**src/rtl/pirq_pkg.sv**
```systemverilog
package pirq_pkg;

  localparam int MODE_W     = 3;
  localparam int ADDR_W     = 6;
  localparam int MODE_LSB   = 5;
  localparam int FILT_BIT   = 8;

  typedef enum logic [MODE_W-1:0] {
    TRIG_OFF  = 3'd0,
    TRIG_RISE = 3'd1,
    TRIG_FALL = 3'd2,
    TRIG_BOTH = 3'd3,
    TRIG_HIGH = 3'd4,
    TRIG_LOW  = 3'd5,
    TRIG_RSV6 = 3'd6,
    TRIG_RSV7 = 3'd7
  } trig_mode_e;

  // Register banks, decoded from address bits 5:4
  localparam logic [1:0] BANK_CFG = 2'd0;
  localparam logic [1:0] BANK_SEL = 2'd1;
  localparam logic [1:0] BANK_CTL = 2'd2;

  function automatic logic mode_legal(input logic [MODE_W-1:0] m);
    return (m != 3'd0) && (m <= 3'd5);
  endfunction

endpackage

```
**src/rtl/pirq_sync_bank.sv**
```systemverilog
module pirq_sync_bank #(
  parameter int WIDTH  = 24,
  parameter int STAGES = 2
) (
  input  logic             clk,
  input  logic             rst_n,
  input  logic [WIDTH-1:0] din,
  output logic [WIDTH-1:0] dout
);

  logic [WIDTH-1:0] stg [STAGES];

  always_ff @(posedge clk) begin
    if (!rst_n) begin
      for (int k = 0; k < STAGES; k++) stg[k] <= '0;
    end else begin
      stg[0] <= din;
      for (int k = 1; k < STAGES; k++) stg[k] <= stg[k-1];
    end
  end

  assign dout = stg[STAGES-1];

endmodule

```
**src/rtl/pirq_glitch_filter.sv**
```systemverilog
module pirq_glitch_filter #(
  parameter int LEN = 3
) (
  input  logic clk,
  input  logic rst_n,
  input  logic din,
  input  logic preload,
  output logic dout
);

  localparam int CNT_W = (LEN > 2) ? $clog2(LEN) : 1;
  localparam logic [CNT_W-1:0] LAST = CNT_W'(LEN - 1);

  logic             held;
  logic [CNT_W-1:0] run;

  always_ff @(posedge clk) begin
    if (!rst_n) begin
      held <= 1'b0;
      run  <= '0;
    end else if (preload) begin
      held <= din;
      run  <= '0;
    end else if (din == held) begin
      run <= '0;
    end else if (run == LAST) begin
      held <= din;
      run  <= '0;
    end else begin
      run <= run + 1'b1;
    end
  end

  assign dout = held;

endmodule

```
**src/rtl/pirq_channel.sv**
```systemverilog
module pirq_channel
  import pirq_pkg::*;
#(
  parameter int NUM_PINS = 24,
  parameter int SEL_W    = 5,
  parameter int FILT_LEN = 3
) (
  input  logic                clk,
  input  logic                rst_n,
  input  logic [NUM_PINS-1:0] pins_s,
  input  logic [SEL_W-1:0]    sel,
  input  logic [MODE_W-1:0]   mode,
  input  logic                filt_en,
  input  logic                reload,
  input  logic                clr,
  output logic                pend_o,
  output logic                live_o
);

  localparam int SPAN = 1 << SEL_W;

  logic [SPAN-1:0] padded;
  logic            cur, fq, det, prev, rise, fall, ev, sel_ok;

  assign padded = SPAN'(pins_s);
  assign cur    = padded[sel];
  assign sel_ok = (sel < SEL_W'(NUM_PINS));

  pirq_glitch_filter #(.LEN(FILT_LEN)) u_filt (
    .clk     (clk),
    .rst_n   (rst_n),
    .din     (cur),
    .preload (reload),
    .dout    (fq)
  );

  assign det  = filt_en ? fq : cur;
  assign rise = det & ~prev & ~reload;
  assign fall = ~det & prev & ~reload;

  always_comb begin
    case (trig_mode_e'(mode))
      TRIG_RISE: ev = rise;
      TRIG_FALL: ev = fall;
      TRIG_BOTH: ev = rise | fall;
      TRIG_HIGH: ev = det;
      TRIG_LOW:  ev = ~det;
      default:   ev = 1'b0;
    endcase
  end

  always_ff @(posedge clk) begin
    if (!rst_n) begin
      prev   <= 1'b0;
      pend_o <= 1'b0;
    end else begin
      prev   <= reload ? cur : det;
      pend_o <= (ev & sel_ok) | (pend_o & ~clr);
    end
  end

  assign live_o = sel_ok & mode_legal(mode);

endmodule

```
**src/rtl/pin_irq_unit.sv**
```systemverilog
module pin_irq_unit
  import pirq_pkg::*;
#(
  parameter int NUM_PINS    = 24,
  parameter int NUM_CH      = 4,
  parameter int SEL_W       = 5,
  parameter int FILT_LEN    = 3,
  parameter int SYNC_STAGES = 2,
  parameter int REG_W       = 9
) (
  input  logic                clk,
  input  logic                rst_n,
  input  logic [NUM_PINS-1:0] pin_i,
  input  logic                reg_wen,
  input  logic [ADDR_W-1:0]   reg_addr,
  input  logic [REG_W-1:0]    reg_wdata,
  output logic [REG_W-1:0]    reg_rdata,
  output logic [NUM_CH-1:0]   irq_o
);

  localparam int CH_W = (NUM_CH > 1) ? $clog2(NUM_CH) : 1;

  logic [NUM_PINS-1:0] pins_s;
  logic                word_ok;
  logic [1:0]          bank;
  logic [CH_W-1:0]     chn;

  logic [MODE_W-1:0]   mode_q   [NUM_CH];
  logic [SEL_W-1:0]    sel_q    [NUM_CH];
  logic [NUM_CH-1:0]   filt_q, reload_q, hit_cfg, hit_sel, clr;
  logic [NUM_CH-1:0]   pend_w, live_w;

  assign word_ok = (reg_addr[1:0] == 2'b00);
  assign bank    = reg_addr[5:4];
  assign chn     = reg_addr[2 +: CH_W];

  pirq_sync_bank #(.WIDTH(NUM_PINS), .STAGES(SYNC_STAGES)) u_sync (
    .clk   (clk),
    .rst_n (rst_n),
    .din   (pin_i),
    .dout  (pins_s)
  );

  always_comb begin
    for (int i = 0; i < NUM_CH; i++) begin
      hit_cfg[i] = reg_wen & word_ok & (bank == BANK_CFG) & (chn == CH_W'(i));
      hit_sel[i] = reg_wen & word_ok & (bank == BANK_SEL) & (chn == CH_W'(i));
      clr[i]     = reg_wen & word_ok & (bank == BANK_CTL) & (chn == '0) & reg_wdata[i];
    end
  end

  always_ff @(posedge clk) begin
    if (!rst_n) begin
      for (int i = 0; i < NUM_CH; i++) begin
        mode_q[i] <= '0;
        sel_q[i]  <= '0;
      end
      filt_q   <= '0;
      reload_q <= '0;
    end else begin
      for (int i = 0; i < NUM_CH; i++) begin
        if (hit_cfg[i]) begin
          mode_q[i] <= reg_wdata[MODE_LSB +: MODE_W];
          filt_q[i] <= reg_wdata[FILT_BIT];
        end
        if (hit_sel[i]) sel_q[i] <= reg_wdata[SEL_W-1:0];
      end
      reload_q <= hit_cfg | hit_sel;
    end
  end

  for (genvar g = 0; g < NUM_CH; g++) begin : g_ch
    pirq_channel #(
      .NUM_PINS (NUM_PINS),
      .SEL_W    (SEL_W),
      .FILT_LEN (FILT_LEN)
    ) u_ch (
      .clk     (clk),
      .rst_n   (rst_n),
      .pins_s  (pins_s),
      .sel     (sel_q[g]),
      .mode    (mode_q[g]),
      .filt_en (filt_q[g]),
      .reload  (reload_q[g]),
      .clr     (clr[g]),
      .pend_o  (pend_w[g]),
      .live_o  (live_w[g])
    );
  end

  always_comb begin
    reg_rdata = '0;
    if (word_ok) begin
      case (bank)
        BANK_CFG: begin
          reg_rdata[FILT_BIT]            = filt_q[chn];
          reg_rdata[MODE_LSB +: MODE_W]  = mode_q[chn];
        end
        BANK_SEL: reg_rdata[SEL_W-1:0] = sel_q[chn];
        BANK_CTL: if (chn == '0) reg_rdata[NUM_CH-1:0] = pend_w;
        default:  reg_rdata = '0;
      endcase
    end
  end

  assign irq_o = pend_w & live_w;

endmodule

```
**config.mk**
```make
export PLATFORM = sky130hd
export DESIGN_NAME = pin_irq_unit
export DESIGN_NICKNAME = d
export VERILOG_FILES = /design/src/rtl/pirq_pkg.sv /design/src/rtl/pirq_sync_bank.sv /design/src/rtl/pirq_glitch_filter.sv /design/src/rtl/pirq_channel.sv /design/src/rtl/pin_irq_unit.sv
export SDC_FILE = /design/constraint.sdc
export NUM_CORES = 1
export LEC_CHECK = 0
export BUFFER_PORTS_ARGS = -buffer_cell sky130_fd_sc_hd__buf_4
export CORE_AREA = 2 2 118 120
export DETAILED_ROUTE_END_ITERATION = 12
export DIE_AREA = 0 0 120 122
export GPL_TIMING_DRIVEN = 0
export PLACE_DENSITY = 0.63
export SYNTH_ARGS = -nofsm -noshare
export SYNTH_HDL_FRONTEND = slang
export SYNTH_SLANG_ARGS = --single-unit
export TNS_END_PERCENT = 5
```
**constraint.sdc**
```tcl
create_clock -name clk -period 2.95 [get_ports clk]
set_input_delay 0.1475 -clock clk [delete_from_list [all_inputs] [get_ports clk]]
set_output_delay 0.1475 -clock clk [all_outputs]
set_load 0.02 [all_outputs]
```
Word level (Yosys, flattened, before mapping)
Memory sizes are Yosys's and may differ from the RTL's.
Cells that the tools add are included.
W data, S select, Z words.
{"block": "totals", "out_inout_bits": 13, "word_cells": 258, "ramBits": 80, "regBits": 28, "mem_count": 3, "inputBits": 42}
{"memory": "u_sync.stg", "depth": 2, "width": 24, "rd": 2, "rd_clocked_by_memory_dff": 0, "write_ports": 2, "line_no": "pirq_sync_bank.sv:11", "rtl": "logic [WIDTH-1:0] stg [STAGES];"}
{"memory": "sel_q", "depth": 4, "width": 5, "rd": 5, "rd_clocked_by_memory_dff": 0, "write_ports": 4, "line_no": "pin_irq_unit.sv:29", "rtl": "logic [SEL_W-1:0] sel_q [NUM_CH];"}
{"memory": "mode_q", "depth": 4, "width": 3, "rd": 5, "rd_clocked_by_memory_dff": 0, "write_ports": 4, "line_no": "pin_irq_unit.sv:28", "rtl": "logic [MODE_W-1:0] mode_q [NUM_CH];"}
{"block": "op_classes", "n_lt_le_gt_ge": 13, "muxes": 75, "n_addsub": 4, "bitwise_logic": 82, "eq_ne": 37, "reduce_logical": 23}
{"operator": "$mux W1", "count": 52}
{"operator": "$mux W24", "count": 2}
{"operator": "$and A1 B1 Y1", "count": 45}
{"operator": "$eq A3 B2 Y1 const B", "count": 8}
{"operator": "$eq A3 B3 Y1 const B", "count": 8}
{"operator": "$lt A5 B6 Y1 const B", "count": 4}
{"operator": "$bmux W1 S5", "count": 4}
{"operator": "$lt A5 B5 Y1 const B", "count": 4}
{"operator": "$mux W5", "count": 4}
{"operator": "$pmux W1 S5", "count": 4}
{"operator": "$or A1 B1 Y1", "count": 18}
{"operator": "$not A1 Y1", "count": 17}
{"operator": "$reduce_or A4 Y1", "count": 4}
{"operator": "$eq A2 B2 Y1 const B", "count": 7}
{"operator": "$eq A3 B1 Y1 const B", "count": 4}
{"operator": "$le A3 B3 Y1 const B", "count": 4}
{"operator": "$mux W3", "count": 4}
{"operator": "$reduce_bool A3 Y1", "count": 4}
{"operator": "$mux W9", "count": 1}
{"operator": "$add A2 B1 Y2 const B", "count": 4}
{"operator": "$mux W4", "count": 2}
{"operator": "$ne A2 B2 Y1 const B", "count": 4}
{"operator": "$pmux W4 S2", "count": 1}
{"operator": "$reduce_and A2 Y1", "count": 4}
{"operator": "other kinds (9)", "count": 21}

Depth between registers and ports, before layout
An unclocked memory read counts as a cell.
{"block": "depth", "depth_word": 11, "mapped_depth": 7, "depth_no_buf": 7}

Hierarchy
A second synthesis with hierarchy kept.
{"block": "hier_totals", "cells_unflattened": 570, "area_unflattened_um2": 5893.2}
{"mod": "pin_irq_unit", "seq_area_each_um2": 1121.1, "cells_per_inst": 173, "area_per_inst_um2": 2069.5, "instances": 1}
{"mod": "pirq_channel", "seq_area_each_um2": 40.0, "cells_per_inst": 56, "area_per_inst_um2": 446.7, "instances": 4}
{"mod": "pirq_sync_bank", "seq_area_each_um2": 960.9, "cells_per_inst": 125, "area_per_inst_um2": 1511.4, "instances": 1}
{"mod": "pirq_glitch_filter", "seq_area_each_um2": 60.1, "cells_per_inst": 12, "area_per_inst_um2": 131.4, "instances": 4}

Least setup slack after synthesis
Ideal clock, no wire load.
{"block": "synth_timing", "path_type": "register to register", "from": "mem sel_q[0][1]", "to": "reg g_ch[0].u_ch.u_filt.run[0]", "setup_time_ps": 120, "path_buffers": 1, "t_required_ps": 2830, "path_stages_with_launch": 8, "arrival_ps": 1914, "path_slack_ps": 916, "synth_period_minus_slack_ps": 2034, "cell_sequence": "edfxtp_1 buf_2 mux4_2 nor2b_1 o31ai_1 nor4_4 xor2_1 nor3_1"}
{"element": "start: declaration", "line_no": "pin_irq_unit.sv:29"}
{"element": "end signal: assignment", "line_no": "pirq_glitch_filter.sv:30", "rtl": "run <= run + 1'b1;"}
{"element": "end: declaration", "line_no": "pirq_glitch_filter.sv:15", "rtl": "logic [CNT_W-1:0] run;"}

==> results.toml <==
[timing]
fmax_ghz = 0.424
timing.final.crit_share_pct = 80.0
clock_skew_ps = 7.27
worst_hold_margin_ps = 3.28
tightest_slew_ps = 799
worst_slew_margin_rel_pct = 46.3
final_critical_delay_including_setup_and_external_delays_ps = 2360
tns_ps = 0
unrepaired_setup_endpoints_after_global_routing = "no"
final_max_slew_viol_count = 0
finalHoldViolCount = 0
setup_viol_count_final = 0

[worst_setup_path]
setup.worst_path.class = "reg -> reg"
worstPathMaxFanout = 10
cp_num_buf_inv = 1
path_cells = "buf_4 > mux4_2 > o2111ai_1 > o221ai_1 > mux2_1 > o31ai_1"
timing.critical_path.arrival_ps = 2630
timing.critical_path.slowest_cell_delay_ps = 530
worstSetupStartpointType = "flop"
path_delay_family = "multiplexers"
cp_data_required_time_ps = 3220
endpoint_kind_of_the_worst_setup_timing_path = "flop"
timing.critical_path.slowest_stage_cell = "sky130_fd_sc_hd__mux4_2"

[floorplan]
dieArea_um2 = 14600
fp-row-count = 43
die_w_um = 120
floorplan.io_pins = 55
core_area_um2 = 13500
dieHeight_um = 122
start_util_pct = 38.8

[finish]
diodes = 0
area_delta_synth_final_pct = 18.9
final_net_count = 593
post_route_cells_drive_above_1_share_pct = 18.4

[yosys]
ys.flop_type = "sky130_fd_sc_hd__dfxtp_1"
yosys.area.top_type_share_pct = 29.0
mappedNetlistArea_um2 = 5250
synth_largest_area_cell = "sky130_fd_sc_hd__dfxtp_1"
syn_nets = 521
seq_area_frac_synth_pct = 47.3
netlist_instances = 471
postSynthAreaPerCell_um2 = 11.1
post_synthesis_cell_type_count = 57
top_cells_by_area_synth = "sky130_fd_sc_hd__dfxtp_1, sky130_fd_sc_hd__edfxtp_1, sky130_fd_sc_hd__and2_1"
number_of_synthesized_flops_with_an_enable_pin = 32
most_numerous_cell_in_the_yosys_netlist = "sky130_fd_sc_hd__and2_1"
postSynth.asyncResetShare_pct = 0
synth.ff_latch_count = 108
synth.cells.most_frequent = "sky130_fd_sc_hd__and2_1, sky130_fd_sc_hd__dfxtp_1, sky130_fd_sc_hd__edfxtp_1"
ys_warn_count = 0

[cts]
number_of_h_tree_levels = 3
root_buffer = "sky130_fd_sc_hd__clkbuf_16"
tritoncts_num_sinks = 108
cts_buffer_depth = 2
clkTransAtPathRegs_ps = 70
cts_tree = "yes"
clk_latency_ps = 350
cts_resized = 0
cts-buffers-inserted = 9

[routing]
drt-initial-drc-count = 348
drt_pre_antenna_iters = 5
num_vias = 3929
drt-total-wl_um = 12600
route.detailed.drc = 0
drtAntennaViolNets = 0
routed_via_density = 5.40
drt-wirelength-per-cell_um = 17.4

[placement]
place.port_buffers = 51
globalplace.congestion = 0.868
place.detailed.hpwl_um = 9470

[grt]
grt_overflow = 0
grt_util_all_layers_pct = 17.8
grt_antenna_before_repair = 0
grt_max_degree = 20
grt_pass1_vias = 3906
grt_first_pass_wirelength_um = 20100

[status]
outcome = "finished clean"

[pwr]
power.static_leakage_nw = 2.40
ir_drop_v = 0.000269
power_per_cell_area_nw_per_um2 = 510

[worst_hold_path]
worst_hold_path_type = "in -> reg"

[flow_run]
cap_viol_max_count = 0
## metal layers
layer	wire length (µm)	GRT usage (%)	vias up	share of wire (%)
li1	-	-	1865	-
met1	5680	23.7	1901	45
met2	6020	29.5	146	48
met3	733	3.14	17	5.8
met4	195	5.66	0	1.5
met5	0	0	-	0
## power by group
part	total, W	internal [W]	leakage [nW]	switching, W
Clock	0.00116	0.000587	0.134	0.000577
Sequential	0.00167	0.00160	0.929	0.0000696
Combinational	0.000355	0.000185	1.34	0.000169
## cells by family (layout without fill, tap and decap cells)
logic type	after synthesis	count (layout)	synth area share (%)
AOI/OAI and AO/OA	64	64	9.09
xor gates and xnor gates	4	4	0.668
adders and majority gates	8	8	1.91
buffers and inverters	38	115	3.03
DFF	108	108	47.3
muxes	46	46	15.9
and+or+nand+nor	203	203	22.1
## final timing paths
check / from / to / slack [ps] / cells after the start
min reg2reg: g_ch[2].u_ch.u_filt.run[0] / g_ch[2].u_ch.u_filt.run[0] / 420 / 1
max: sel_q[2][0] / g_ch[2].u_ch.pend_o / 590 / 6
min: pin_i[18] / u_sync.stg[0][18] / 3 / 2
max reg2reg: sel_q[2][0] / g_ch[2].u_ch.pend_o / 590 / 6
## repair_timing
| item | CTS | global route |
|---|---|---|
| hold buffers | 10 | 0 |
| setup endpoints to repair | 0 | 0 |
| hold endpoints to repair | 10 | 0 |
| setup buffers | 0 | 0 |
## cells in the final DEF, fill, tap and decap left out, types with 4 or more instances in the layout
| master | Yosys | final |
|---|---|---|
| sky130_fd_sc_hd__mux4_2 | 23 | 23 |
| sky130_fd_sc_hd__nor3_1 | 15 | 15 |
| sky130_fd_sc_hd__clkbuf_1 | 15 | 15 |
| sky130_fd_sc_hd__a22oi_1 | 4 | 4 |
| sky130_fd_sc_hd__and2_1 | 84 | 84 |
| sky130_fd_sc_hd__a21oi_1 | 8 | 8 |
| sky130_fd_sc_hd__ha_1 | 8 | 8 |
| sky130_fd_sc_hd__dfxtp_1 | 76 | 76 |
| sky130_fd_sc_hd__nor2_1 | 29 | 29 |
| sky130_fd_sc_hd__mux4_1 | 5 | 5 |
| sky130_fd_sc_hd__dlygate4sd3_1 | 0 | 10 |
| sky130_fd_sc_hd__nor4b_1 | 6 | 6 |
| sky130_fd_sc_hd__clkbuf_16 | 0 | 9 |
| sky130_fd_sc_hd__nand2_1 | 26 | 26 |
| sky130_fd_sc_hd__nor3b_1 | 4 | 4 |
| sky130_fd_sc_hd__nand3_1 | 7 | 7 |
| sky130_fd_sc_hd__o31ai_1 | 5 | 5 |
| sky130_fd_sc_hd__mux2i_1 | 15 | 15 |
| sky130_fd_sc_hd__inv_1 | 17 | 17 |
| sky130_fd_sc_hd__nor2b_1 | 7 | 7 |
| sky130_fd_sc_hd__and3_1 | 7 | 7 |
| sky130_fd_sc_hd__o21ai_0 | 15 | 15 |
| sky130_fd_sc_hd__edfxtp_1 | 32 | 32 |
| sky130_fd_sc_hd__buf_4 | 2 | 53 |
## flip-flops by register name, summed over array words and instances (netlist names)
register / flops
g_ch.u_ch.u_filt.dout: 4
filt_q: 4
u_sync.stg: 48
g_ch.u_ch.prev: 4
mode_q: 12
reload_q: 4
g_ch.u_ch.u_filt.run: 8
sel_q: 20
g_ch.u_ch.pend_o: 4
## area by class of cell
class	instances	area, µm²
fillers	1260	7270
multi-input cells	325	2610
flip-flops and latches	108	2480
repair buffers	61	483
clock buffers	9	225
well taps	180	225
plain buffers	21	95.1
inverters	17	63.8
clock inverters	7	58.8
## through the flow
| step | cell area (µm²) | std cells | utilization (%) | worst slack, ps | total power (W) |
|---|---|---|---|---|---|
| 6_report | 6240 | 728 | 46.2 | 591 | 0.00318 |
| 5_1_grt | 6240 | 728 | 46.2 | 416 | 0.00331 |
| 4_1_cts | 6240 | 728 | 46.2 | 547 | 0.00320 |
| 3_5_place_dp | 5850 | 702 | 43.4 | 575 | 0.00204 |
| 3_3_place_gp | 5850 | 702 | 43.4 | 578 | 0.00203 |
| 2_1_floorplan | 5250 | 471 | - | 916 | 0.00190 |
No activity file was read; power rests on OpenSTA's default activity.
